`src/rtl/alu_pkg.sv`:
```
package alu_pkg;

    localparam int DATA_W      = 32;
    localparam int SHIFT_AMT_W = 2;
    localparam int SHIFT_STEP  = 8;
    localparam int SHIFT_N     = 1 << SHIFT_AMT_W;

    typedef enum logic [1:0] {
        CLS_SHIFT = 2'b00,
        CLS_SLT   = 2'b01,
        CLS_ARITH = 2'b10,
        CLS_LOGIC = 2'b11
    } fn_class_e;

    typedef enum logic [1:0] {
        LOP_AND = 2'b00,
        LOP_OR  = 2'b01,
        LOP_XOR = 2'b10,
        LOP_NOR = 2'b11
    } logic_op_e;

    typedef struct packed {
        logic                   right;
        logic [SHIFT_AMT_W-1:0] amt;
    } shift_ctl_t;

    typedef struct packed {
        fn_class_e  cls;
        logic       sub;
        shift_ctl_t sh;
        logic_op_e  lop;
    } alu_ctrl_t;

    // Adder mode: set-less-than always forces subtraction.
    function automatic logic adder_sub(input alu_ctrl_t c);
        return c.sub | (c.cls == CLS_SLT);
    endfunction

    // Signed less-than from the sign bits of a subtraction x - y.
    function automatic logic signed_less(input logic xs, input logic ys,
                                         input logic ds);
        logic ovf;
        ovf = (xs ^ ys) & (ds ^ xs);
        return ds ^ ovf;
    endfunction

endpackage

```
`src/rtl/alu_adder.sv`:
```
module alu_adder #(
    parameter int W = alu_pkg::DATA_W
) (
    input  logic [W-1:0] a,
    input  logic [W-1:0] b,
    input  logic         sub,
    output logic [W-1:0] sum,
    output logic         less
);
    import alu_pkg::*;

    logic [W-1:0] b_eff;

    // One adder: subtraction is a + ~b with the carry-in set.
    assign b_eff = b ^ {W{sub}};
    assign sum   = a + b_eff + {{(W-1){1'b0}}, sub};
    assign less  = signed_less(a[W-1], b[W-1], sum[W-1]);

endmodule

```
`src/rtl/alu_logic.sv`:
```
module alu_logic #(
    parameter int W = alu_pkg::DATA_W
) (
    input  logic [W-1:0]       a,
    input  logic [W-1:0]       b,
    input  alu_pkg::logic_op_e op,
    output logic [W-1:0]       y
);
    import alu_pkg::*;

    logic [W-1:0] or_ab;

    assign or_ab = a | b;

    always_comb begin
        unique case (op)
            LOP_AND: y = a & b;
            LOP_OR:  y = or_ab;
            LOP_XOR: y = a ^ b;
            LOP_NOR: y = ~or_ab;
            default: y = '0;
        endcase
    end

endmodule

```
`src/rtl/alu_shifter.sv`:
```
module alu_shifter #(
    parameter int W    = alu_pkg::DATA_W,
    parameter int STEP = alu_pkg::SHIFT_STEP,
    parameter int AW   = alu_pkg::SHIFT_AMT_W
) (
    input  logic [W-1:0]  d,
    input  logic          right,
    input  logic [AW-1:0] amt,
    output logic [W-1:0]  q
);
    localparam int N = 1 << AW;

    logic [W-1:0] lcand [N];
    logic [W-1:0] rcand [N];

    // Every shift amount is a constant: the candidates are wiring only.
    for (genvar k = 0; k < N; k++) begin : g_amt
        if (k * STEP < W) begin : g_in
            assign lcand[k] = d << (k * STEP);
            assign rcand[k] = d >> (k * STEP);
        end else begin : g_out
            assign lcand[k] = '0;
            assign rcand[k] = '0;
        end
    end

    assign q = right ? rcand[amt] : lcand[amt];

endmodule

```
`src/rtl/mf_alu.sv`:
```
module mf_alu #(
    parameter int W = alu_pkg::DATA_W
) (
    input  logic         clk,
    input  logic         rst,
    input  logic [W-1:0] x_i,
    input  logic [W-1:0] y_i,
    input  logic [1:0]   fn_class_i,
    input  logic         sub_i,
    input  logic [2:0]   shift_i,
    input  logic [1:0]   logic_i,
    output logic [W-1:0] result_o,
    output logic         zero_o,
    output logic         sign_o
);
    import alu_pkg::*;

    alu_ctrl_t    ctrl;
    logic [W-1:0] sum_w;
    logic         less_w;
    logic [W-1:0] logic_w;
    logic [W-1:0] shift_w;
    logic [W-1:0] nxt_res;

    assign ctrl.cls       = fn_class_e'(fn_class_i);
    assign ctrl.sub       = sub_i;
    assign ctrl.sh.right  = shift_i[2];
    assign ctrl.sh.amt    = shift_i[SHIFT_AMT_W-1:0];
    assign ctrl.lop       = logic_op_e'(logic_i);

    alu_adder #(.W(W)) u_add (
        .a    (x_i),
        .b    (y_i),
        .sub  (adder_sub(ctrl)),
        .sum  (sum_w),
        .less (less_w)
    );

    alu_logic #(.W(W)) u_lu (
        .a  (x_i),
        .b  (y_i),
        .op (ctrl.lop),
        .y  (logic_w)
    );

    alu_shifter #(.W(W), .STEP(SHIFT_STEP), .AW(SHIFT_AMT_W)) u_sh (
        .d     (y_i),
        .right (ctrl.sh.right),
        .amt   (ctrl.sh.amt),
        .q     (shift_w)
    );

    // Function-class output mux.
    always_comb begin
        unique case (ctrl.cls)
            CLS_SHIFT: nxt_res = shift_w;
            CLS_SLT:   nxt_res = {{(W-1){1'b0}}, less_w};
            CLS_ARITH: nxt_res = sum_w;
            CLS_LOGIC: nxt_res = logic_w;
            default:   nxt_res = '0;
        endcase
    end

    always_ff @(posedge clk) begin
        if (rst) begin
            result_o <= '0;
            zero_o   <= 1'b1;
            sign_o   <= 1'b0;
        end else begin
            result_o <= nxt_res;
            zero_o   <= (nxt_res == '0);
            sign_o   <= x_i[W-1];
        end
    end

endmodule

```
`config.mk`:
```
export PLATFORM = sky130hd
export DESIGN_NAME = mf_alu
export DESIGN_NICKNAME = d
export VERILOG_FILES = /design/src/rtl/alu_pkg.sv /design/src/rtl/alu_adder.sv /design/src/rtl/alu_logic.sv /design/src/rtl/alu_shifter.sv /design/src/rtl/mf_alu.sv
export SDC_FILE = /design/constraint.sdc
export NUM_CORES = 1
export LEC_CHECK = 0
export ABC_AREA = 1
export BUFFER_PORTS_ARGS = -buffer_cell sky130_fd_sc_hd__clkbuf_2
export CORE_MARGIN = 2
export CORE_UTILIZATION = 35
export DETAILED_ROUTE_END_ITERATION = 10
export PLACE_DENSITY_LB_ADDON = 0.12
export SLEW_MARGIN = 20
export SYNTH_ARGS = -nofsm -noshare
export SYNTH_HDL_FRONTEND = slang
export SYNTH_SLANG_ARGS = --single-unit
```
`constraint.sdc`:
```
create_clock -name clk -period 7 [get_ports clk]
set_clock_uncertainty 0.1 [all_clocks]
set_input_delay 2.1 -clock clk [delete_from_list [all_inputs] [get_ports clk]]
set_output_delay 2.1 -clock clk [all_outputs]
set_load 0.01 [all_outputs]
```
==> flow_metrics.tcl, run 1 <==
set metrics [dict create \
    overflow 0 \
    max_freq_mhz 182 \
    synth_cell_type_count 50 \
    layout.cells.non_filler 1501 \
    rows 51 \
    die_height_um 144 \
    fin_crit_sh 0.785 \
    path_buf_inv 4 \
    vias 8035 \
    yosysMostFrequentCell "nand2_1" \
    grt_usage 0.279 \
    cts-resized-gates 0 \
    setup_violations 0 \
    synth_seq_area_share 0.0993 \
    drt_first_iter_violations 791 \
    finalCoreUtilization 0.397 \
    detail_route.wl_per_cell_um 19.4 \
    setup-tns-final_ns 0 \
    synth.largest_area_cell "ha_1" \
    slowest_stage "nand2_2" \
    pin_count 108 \
    io_buffers 107 \
    synth.mux.area_fraction 0 \
    cpPeakStageDelay_ns 0.54 \
    grt_pass1_vias 7419 \
    p_total_mw 1.15 \
    cp_common_cell "nand2_1" \
    syn_avg_cell_area_um2 5.90 \
    syn_area_um2 6850 \
    drc 0 \
    finalHoldViolations 0 \
    crit_path_end_kind "register" \
    worstPathRequired_ns 7.13 \
    numCtsBuffers 5 \
    synthArstFlopShare 0 \
    fp.dieW_um 144 \
    area_growth_pct 12.1 \
    fin_ws_ns 1.50 \
    ant_nets 0 \
    cts.sink_count 34 \
    fin_crit_ns 5.50 \
    dieArea_um2 20700 \
    ys_top_cells_by_count "nand2_1 (281), inv_1 (142), nor2_1 (135)" \
    holdWs_ns 2.13 \
    p_leak_nw 4.01 \
    hpwl_um 23300 \
    postCtsSetupBuffers 0 \
    cap_violations 0 \
    fin_area_um2 7680 \
    synth-compound-area-share 0.201 \
    yosysTopAreaCellShare 0.173 \
    criticalPathCategory "primary input to register" \
    critPathLaunchType "primary input" \
    cts-root-buf "clkbuf_16" \
    wl_um 29100 \
    initial_utilization 0.354 \
    coreArea_um2 19300 \
    worstPathMaxFanout 31 \
    grt_pass1_wl_um 43400 \
    syn-num-nets 1332 \
    path_cells "clkbuf_2 -> inv_2 -> nand2_2 -> nand2_2 -> xor2_1 -> inv_1 -> fa_1 -> inv_1 -> nand3_1 -> nand2_2 -> nand3_1 -> nand3_1 -> nand2_1 -> nand3_1 -> nand2_1 -> nand2_1 -> nand2_1 -> nor2_1 -> nand2_1 -> nor2_1 -> nand4_1 -> nor2_1 -> nand3_1 -> nand2_1" \
    cts_tree "yes" \
    gp_congestion 0.949 \
    slew_violations 0 \
    grt_max_degree 47 \
    drive_gt1_frac 0.113 \
    hold_path.class "primary input to register" \
    tightest_slew_ns 0.963 \
    dr.pass1.iters 6 \
    clk_pin_slew_worst_paths_ns 0.06 \
    synth-simple-area-share 0.331 \
    synth_top_family_by_area "simple AND/OR/NAND/NOR gates" \
    yosysWarnings 0 \
    cts_hold_buf 0 \
    synth_edf_count 0 \
    synth.area.top_cells "ha_1 (17%), nand2_1 (15%), dfxtp_1 (9.9%), a21oi_1 (8.2%), inv_1 (7.8%)" \
    status "completed" \
    p_per_area_nw_per_um2 150 \
    placed_cell_area_um2 7480 \
    synthAdderAreaFrac 0.176 \
    ys.flop_type "dfxtp_1" \
    fin_nets 1404 \
    critPathArrivalTime_ns 5.62 \
    rsz0062_at_grt "false" \
    ys_seq_elements 34 \
    clockBufferDepth 2 \
    synthCells 1162 \
    crit_family "simple AND/OR/NAND/NOR gates" \
    yosys.area_share.xor_xnor 0.0714 \
    vdd_drop_max_mv 0.0739 \
    pre_cts_ws_ns 1.27 \
    slew-limit-headroom 0.356 \
    htreeDepth 2 \
    grt_antenna_before_repair 1 \
    dp_cells 1492 \
    drt-vias-per-instance 5.35 \
]
==> report_power, final <==
group	switching (mW)	leakage, nW	internal (mW)
registers	0.00415	0.281	0.211
logic	0.437	3.64	0.207
clock network	0.0851	0.0940	0.204
total	0.526	4.01	0.623
==> path summary, 6_finish.rpt <==
check | depth (start not counted) | start | to | slack (ns)
max | 24 | fn_class_i[1] | zero_o$_SDFF_PP1_ | 1.50
min | 3 | x_i[31] | sign_o$_SDFF_PP0_ | 2.13
==> state kept, by name (all words and copies together), names as in the netlist <==
signal and flops:
result_o 32, sign_o 1, zero_o 1
==> area by class of cell <==
cell class,instances,area (um^2)
Tap cell,265,332
Clock inverter,3,68.8
Clock buffer,5,125
Antenna cell,1,2.50
Timing Repair Buffer,110,558
Fill cell,2168,11700
Sequential cell,34,681
Multi-Input combinational cell,933,5340
Inverter,150,568
==> cell families (layout without fill, tap and decap cells) <==
group / after synthesis / after routing
fa+ha+maj: 96 / 96
flops: 34 / 34
compound gates: 240 / 240
other cells: 0 / 1
xor+xnor: 55 / 55
simple gates: 542 / 542
buf+inv: 195 / 268
==> cells in the final DEF, fill, tap and decap left out, types with 3 or more instances in the layout <==
| master | count |
|---|---|
| nor2_1 | 134 |
| xor2_1 | 49 |
| a21oi_1 | 112 |
| clkbuf_2 | 107 |
| o211ai_1 | 7 |
| nor3_1 | 11 |
| o21a_1 | 4 |
| a32o_1 | 3 |
| o21bai_1 | 4 |
| clkbuf_16 | 5 |
| inv_1 | 142 |
| dfxtp_1 | 34 |
| inv_2 | 6 |
| and2_1 | 3 |
| nand4_1 | 7 |
| ha_1 | 95 |
| o311ai_0 | 4 |
| o221ai_1 | 12 |
| nand2_1 | 280 |
| o21ai_1 | 6 |
| nand3b_1 | 14 |
| o22ai_1 | 4 |
| buf_4 | 3 |
| nand2_2 | 4 |
| o31ai_1 | 4 |
| xnor2_1 | 5 |
| a31oi_1 | 6 |
| o21ai_0 | 63 |
| nand3_1 | 81 |
==> routing by layer <==
layer,global-route usage,up-vias,share of wire
met5,0,-,0
li1,-,3966,-
met3,0.0380,53,0.078
met4,0.107,0,0.037
met1,0.395,3704,0.46
met2,0.425,312,0.42
Power figures use the tool's default switching activity.
==> inputs of run 2 (changes only) <==
Settings changed: ABC_AREA 1 to 0.
Clock period 7 ns to 4.9 ns, I/O delays scaled along.
==> run 2 against run 1 <==
Highest routed layer unchanged. Sequential power up 44%. Cell count down 5.3%. Non-clock buffer count increased by 127.
==> flow_metrics.tcl, run 2 <==
set metrics [dict create \
    worstPathMaxFanout 10 \
    cts_tree "yes" \
    htreeDepth 2 \
    dieArea_um2 20500 \
    ys.flop_type "dfxtp_1" \
    finalHoldViolations 0 \
    overflow 0 \
    largest-register "result_o" \
    p_per_area_nw_per_um2 204 \
    fillers 2013 \
    multiInputGateArea_um2 5620 \
    reg.largest.list "result_o x32, sign_o x1, zero_o x1" \
    fp.dieW_um 143 \
    cts_hold_buf 0 \
    vias 7852 \
    holdWs_ns 1.47 \
    synthCells 977 \
    slew-limit-headroom 0.285 \
    pin_count 108 \
    ys_top_cells_by_count "o21ai_0 (105), ha_1 (95), inv_1 (92)" \
    hpwl_um 22900 \
    syn_area_um2 6780 \
    critPathArrivalTime_ns 4.77 \
    yosysTopAreaCellShare 0.175 \
    clockBufferDepth 2 \
    ys_seq_elements 34 \
    synthArstFlopShare 0 \
    criticalPathCategory "primary input to register" \
    drc 0 \
    critPathLaunchType "primary input" \
    cts.sink_count 34 \
    clk_pin_slew_worst_paths_ns 0.05 \
    finalCoreUtilization 0.461 \
    synth.area.top_cells "ha_1 (18%), dfxtp_1 (10%), o21ai_0 (7.8%), mux2i_1 (6.5%), a21oi_1 (5.8%)" \
    ant_nets 0 \
    io_buffers 107 \
    layout_common_cells "buf_4 (127), clkbuf_2 (106), o21ai_0 (100)" \
    vdd_drop_max_mv 0.120 \
    seqCellArea_um2 681 \
    initial_utilization 0.360 \
    crit_path_end_kind "register" \
    power.internal_mw 1.01 \
    power_switching_mw 0.759 \
    setup-tns-final_ns 0 \
    numCtsBuffers 5 \
    die_height_um 143 \
    rows 50 \
    wl_um 28200 \
    gp_congestion 0.982 \
    fin_crit_sh 0.962 \
    setup_violations 0 \
    coreArea_um2 18800 \
    area_growth_pct 28.0 \
    switching_share 0.429 \
    power_frac_comb 0.652 \
    detail_route.wl_per_cell_um 19.9 \
    syn-num-nets 1147 \
    drt_first_iter_violations 727 \
    dr.pass1.iters 5 \
    synth_seq_area_share 0.100 \
    status "completed" \
    num_antenna_cells 0 \
    grt_max_degree 49 \
    synth.largest_area_cell "ha_1" \
    final_common_cell "buf_4" \
    synth_edf_count 0 \
    drive_gt1_frac 0.244 \
    pwr-share-clk 0.173 \
    max_freq_mhz 212 \
    slew_violations 0 \
    hold_path.class "primary input to register" \
    synth_cell_type_count 73 \
    worstPathRequired_ns 4.96 \
    yosysWarnings 0 \
    fin_crit_ns 4.71 \
    grt_usage 0.272 \
    cts-root-buf "clkbuf_16" \
    grt_antenna_before_repair 0 \
    yosysMostFrequentCell "o21ai_0" \
    grt_pass1_vias 7363 \
    largest_reg_flops 32 \
    syn_avg_cell_area_um2 6.94 \
    drt-vias-per-instance 5.53 \
    seqPwrFrac 0.175 \
    p_leak_nw 4.14 \
    fin_nets 1330 \
    cap_violations 0 \
    tightest_slew_ns 1.07 \
    grt_pass1_wl_um 42300 \
]
## run 2: final cells by class
cell class | instances | share of cell area
clock buffer | 7 | 0.0164
multi-input combinational | 788 | 0.648
timing repair buffer | 237 | 0.178
inverter | 94 | 0.0407
sequential | 34 | 0.0784
clock inverter | 1 | 0.000577
tap | 260 | 0.0375
## run 2: final timing paths
path,from,end,slack (ns),depth (start not counted)
setup / recovery,fn_class_i[0],zero_o$_SDFF_PP1_,0.19,18
hold / removal,x_i[31],sign_o$_SDFF_PP0_,1.47,3
## run 2: through the flow
step                      std cells  power [mW]  setup WS (ns)  instance area, um^2
after floorplan                 977       0.940         0.0145                 6780
after global placement         1404        1.42         -0.319                 8330
after CTS                      1417        1.74          0.133                 8510
after detailed placement       1404        1.42         -0.333                 8330
after global routing           1421        1.90       -0.00782                 8680
final                          1421        1.77          0.186                 8680
## run 2: repair_timing
| action | in CTS | in global routing |
|---|---|---|
| gates resized for setup | 0 | 31 |
| setup endpoints to repair | 1 | 3 |
| pin swaps | 1 | 11 |
| buffers inserted | 5 | 4 |
## run 2: layer usage
metal / vias to the layer above / wire (um) / GRT usage
li1: 3874 / - / -
met1: 3656 / 12100 / 0.343
met2: 286 / 13600 / 0.485
met3: 36 / 1720 / 0.0362
met4: 0 / 782 / 0.0709
met5: - / 0 / 0
## run 2: kinds of logic (layout without fill, tap and decap cells)
kind of cell | count (synthesis) | in the layout | share of synthesized area
AO/OA/AOI/OAI | 329 | 329 | 0.309
adder cells (fa/ha/maj) | 96 | 96 | 0.178
flip-flops | 34 | 34 | 0.100
multiplexers | 51 | 51 | 0.0766
XOR/XNOR | 45 | 45 | 0.0582
buffers and inverters | 155 | 339 | 0.0892
AND/OR/NAND/NOR | 267 | 267 | 0.189
## run 2: worst max-delay path, stage by stage
cell and delay (ns):
clkbuf_2 0.09, nor2b_4 0.22, nor2_4 0.06, buf_4 0.20, xnor2_1 0.21, ha_1 0.30
a21oi_1 0.23, o21ai_0 0.13, buf_4 0.15, buf_4 0.14, a22o_1 0.25, a21oi_1 0.16
a41oi_1 0.24, or4_1 0.55, nand4_1 0.15, nor4_2 0.05, nand4_1 0.10, o21bai_1 0.06
## run 2: power groups by stage
stage / Sequential (mW) / Clock [mW] / Combinational, mW
global placement: 0.316 / 0 / 1.10
CTS: 0.310 / 0.315 / 1.11
floorplan: 0.330 / 0 / 0.610
global route: 0.313 / 0.331 / 1.26
finish: 0.310 / 0.305 / 1.15
detailed placement: 0.316 / 0 / 1.10
==> inputs of run 3 (changes only) <==
Settings changed: PLACE_DENSITY set to 0.57, PLACE_DENSITY_LB_ADDON 0.12 to not set.
==> run 3 against run 2 <==
Wire length is 0.63% lower. Clock power shrank 2%. Non-clock buffer count shrank 8. Setup slack worse by 0.026 ns. Sequential power hardly changed. Cell count is 0.70% lower. Fmax down 0.56%. First-iteration DRC count is 11% lower. Power fell by 1.7%. Global-route usage increased by 0.10 points. Cell area fell by 1.3%. Via count up 1.1%. Critical endpoint unchanged. Largest cell class unchanged. Largest power group unchanged.
==> flow_metrics.tcl, run 3 (synthesis gave the netlist of run 2 again) <==
set metrics [dict create \
    min_from "x_i[31]" \
    largest_reg_flops 32 \
    max_freq_mhz 211 \
    cap_violations 0 \
    pre_cts_ws_ns -0.158 \
    grt_usage 0.273 \
    num_antenna_cells 0 \
    hold_depth 3 \
    path_cells "clkbuf_2 -> nor2b_4 -> nor2_4 -> buf_12 -> xnor2_1 -> ha_1 -> a221oi_1 -> o21ai_0 -> and3_1 -> a21boi_4 -> or3_1 -> a311oi_2 -> o2111ai_1 -> nor4_2 -> nand4_1 -> o21bai_1" \
    worstPathMaxFanout 13 \
    worstPathRequired_ns 5.01 \
    overflow 0 \
    reg.largest.list "result_o x32, sign_o x1, zero_o x1" \
    slowest_stage "or3_1" \
    setup_violations 0 \
    slew_violations 0 \
    area_growth_pct 26.3 \
    p_total_mw 1.74 \
    rows 50 \
    fin_nets 1322 \
    vdd_drop_max_mv 0.115 \
    ant_nets 0 \
    io_buffers 107 \
    p_leak_nw 4.08 \
    die_height_um 143 \
    fin_crit_ns 4.74 \
    slew-limit-headroom 0.321 \
    cts-root-buf "clkbuf_16" \
    criticalPathCategory "primary input to register" \
    grt_pass1_wl_um 42700 \
    largest-register "result_o" \
    status "completed" \
    critPathLaunchType "primary input" \
    cpPeakStageDelay_ns 0.37 \
    p_per_area_nw_per_um2 203 \
    drc 0 \
    initial_utilization 0.360 \
    drive_gt1_frac 0.230 \
    gp_congestion 0.976 \
    grt_pass1_vias 7495 \
    fin_crit_sh 0.967 \
    layout_common_cells "buf_4 (120), clkbuf_2 (106), o21ai_0 (103)" \
    clk_pin_slew_worst_paths_ns 0.05 \
    grt_max_degree 52 \
    fp.dieW_um 143 \
    numCtsBuffers 5 \
    coreArea_um2 18800 \
    htreeDepth 2 \
    critPathArrivalTime_ns 4.85 \
    cts_hold_buf 0 \
    crit_path_end_kind "register" \
    cts_tree "yes" \
    finalHoldViolations 0 \
    wl_um 28000 \
    tightest_slew_ns 1.02 \
    dieArea_um2 20500 \
    pin_count 108 \
    cts.sink_count 34 \
    drt-vias-per-instance 5.63 \
    drt_first_iter_violations 644 \
    final_common_cell "buf_4" \
    detail_route.wl_per_cell_um 19.9 \
    holdPathEnd "sign_o$_SDFF_PP0_" \
    fin_ws_ns 0.159 \
    hpwl_um 22900 \
    setup-tns-final_ns 0 \
    grt_antenna_before_repair 0 \
    vias 7939 \
    dr.pass1.iters 5 \
    hold_path.class "primary input to register" \
    clockBufferDepth 2 \
    fillers 1992 \
]
-- run 3: changes by cell type in the layout (fill, tap and decap cells not counted), moves of 2 or more --
cell,previous run,this run
buf_4,127,120
o21ai_0,100,103
o21ai_1,7,4
a211oi_1,22,24
a211oi_2,3,1
a21oi_1,76,78
a21oi_2,4,2
and3_1,3,5
buf_6,2,0
xnor2_1,39,41
xnor2_2,2,0
-- run 3: final cells by class --
type / count / area, um^2 / share of cell area
sequential: 34 / 681 / 0.0795
multi-input combinational: 788 / 5570 / 0.651
timing repair buffer: 229 / 1490 / 0.174
clock buffer: 6 / 139 / 0.0162
tap: 260 / 325 / 0.0380
inverter: 94 / 353 / 0.0412
-- run 3: how the worst max path moves through the flow --
stage                  startpoint  slack, ns                 to  cells after the start
CTS                 fn_class_i[0]       0.11  zero_o$_SDFF_PP1_                     19
global placement    fn_class_i[0]      -0.14  zero_o$_SDFF_PP1_                     18
detailed placement  fn_class_i[0]      -0.16  zero_o$_SDFF_PP1_                     18
global route        fn_class_i[1]      -0.03  zero_o$_SDFF_PP1_                     19
finish              fn_class_i[0]       0.16  zero_o$_SDFF_PP1_                     16
floorplan           fn_class_i[0]       0.01  zero_o$_SDFF_PP1_                     18
-- run 3: power by group --
| group | switching (mW) | internal, mW | leakage, nW |
|---|---|---|---|
| clock network | 0.102 | 0.196 | 0.0688 |
| registers | 0.00658 | 0.304 | 0.281 |
| logic | 0.642 | 0.489 | 3.73 |
-- run 3: critical path, delay by kind of cell --
kind / cells / cell delay (ns)
compound gates: 6 / 1.34
simple gates: 6 / 1.16
xor+xnor: 1 / 0.28
buf+inv: 2 / 0.24
fa+ha+maj: 1 / 0.34
-- run 3: stage by stage --
stage          hold WS, ns  cell area (um^2)  utilization  std cells
2_1_floorplan         1.44              6780            -        977
3_3_place_gp          1.76              8350        0.443       1405
3_5_place_dp          1.76              8350        0.443       1405
4_1_cts               1.48              8490        0.451       1411
5_1_grt               1.51              8560        0.455       1411
6_report              1.47              8560        0.455       1411
-- run 3: layer usage --
| metal | global-route usage | share of wire | vias up | routed length (um) |
|---|---|---|---|---|
| li1 | - | - | 3861 | - |
| met1 | 0.353 | 0.43 | 3686 | 12000 |
| met2 | 0.466 | 0.47 | 330 | 13200 |
| met3 | 0.0322 | 0.061 | 62 | 1700 |
| met4 | 0.0990 | 0.040 | 0 | 1130 |
| met5 | 0 | 0 | - | 0 |
-- run 3: repair_timing --
item	4_1_cts	5_1_grt
resized for setup	0	15
setup endpoints to repair	0	2
buffers inserted	0	0
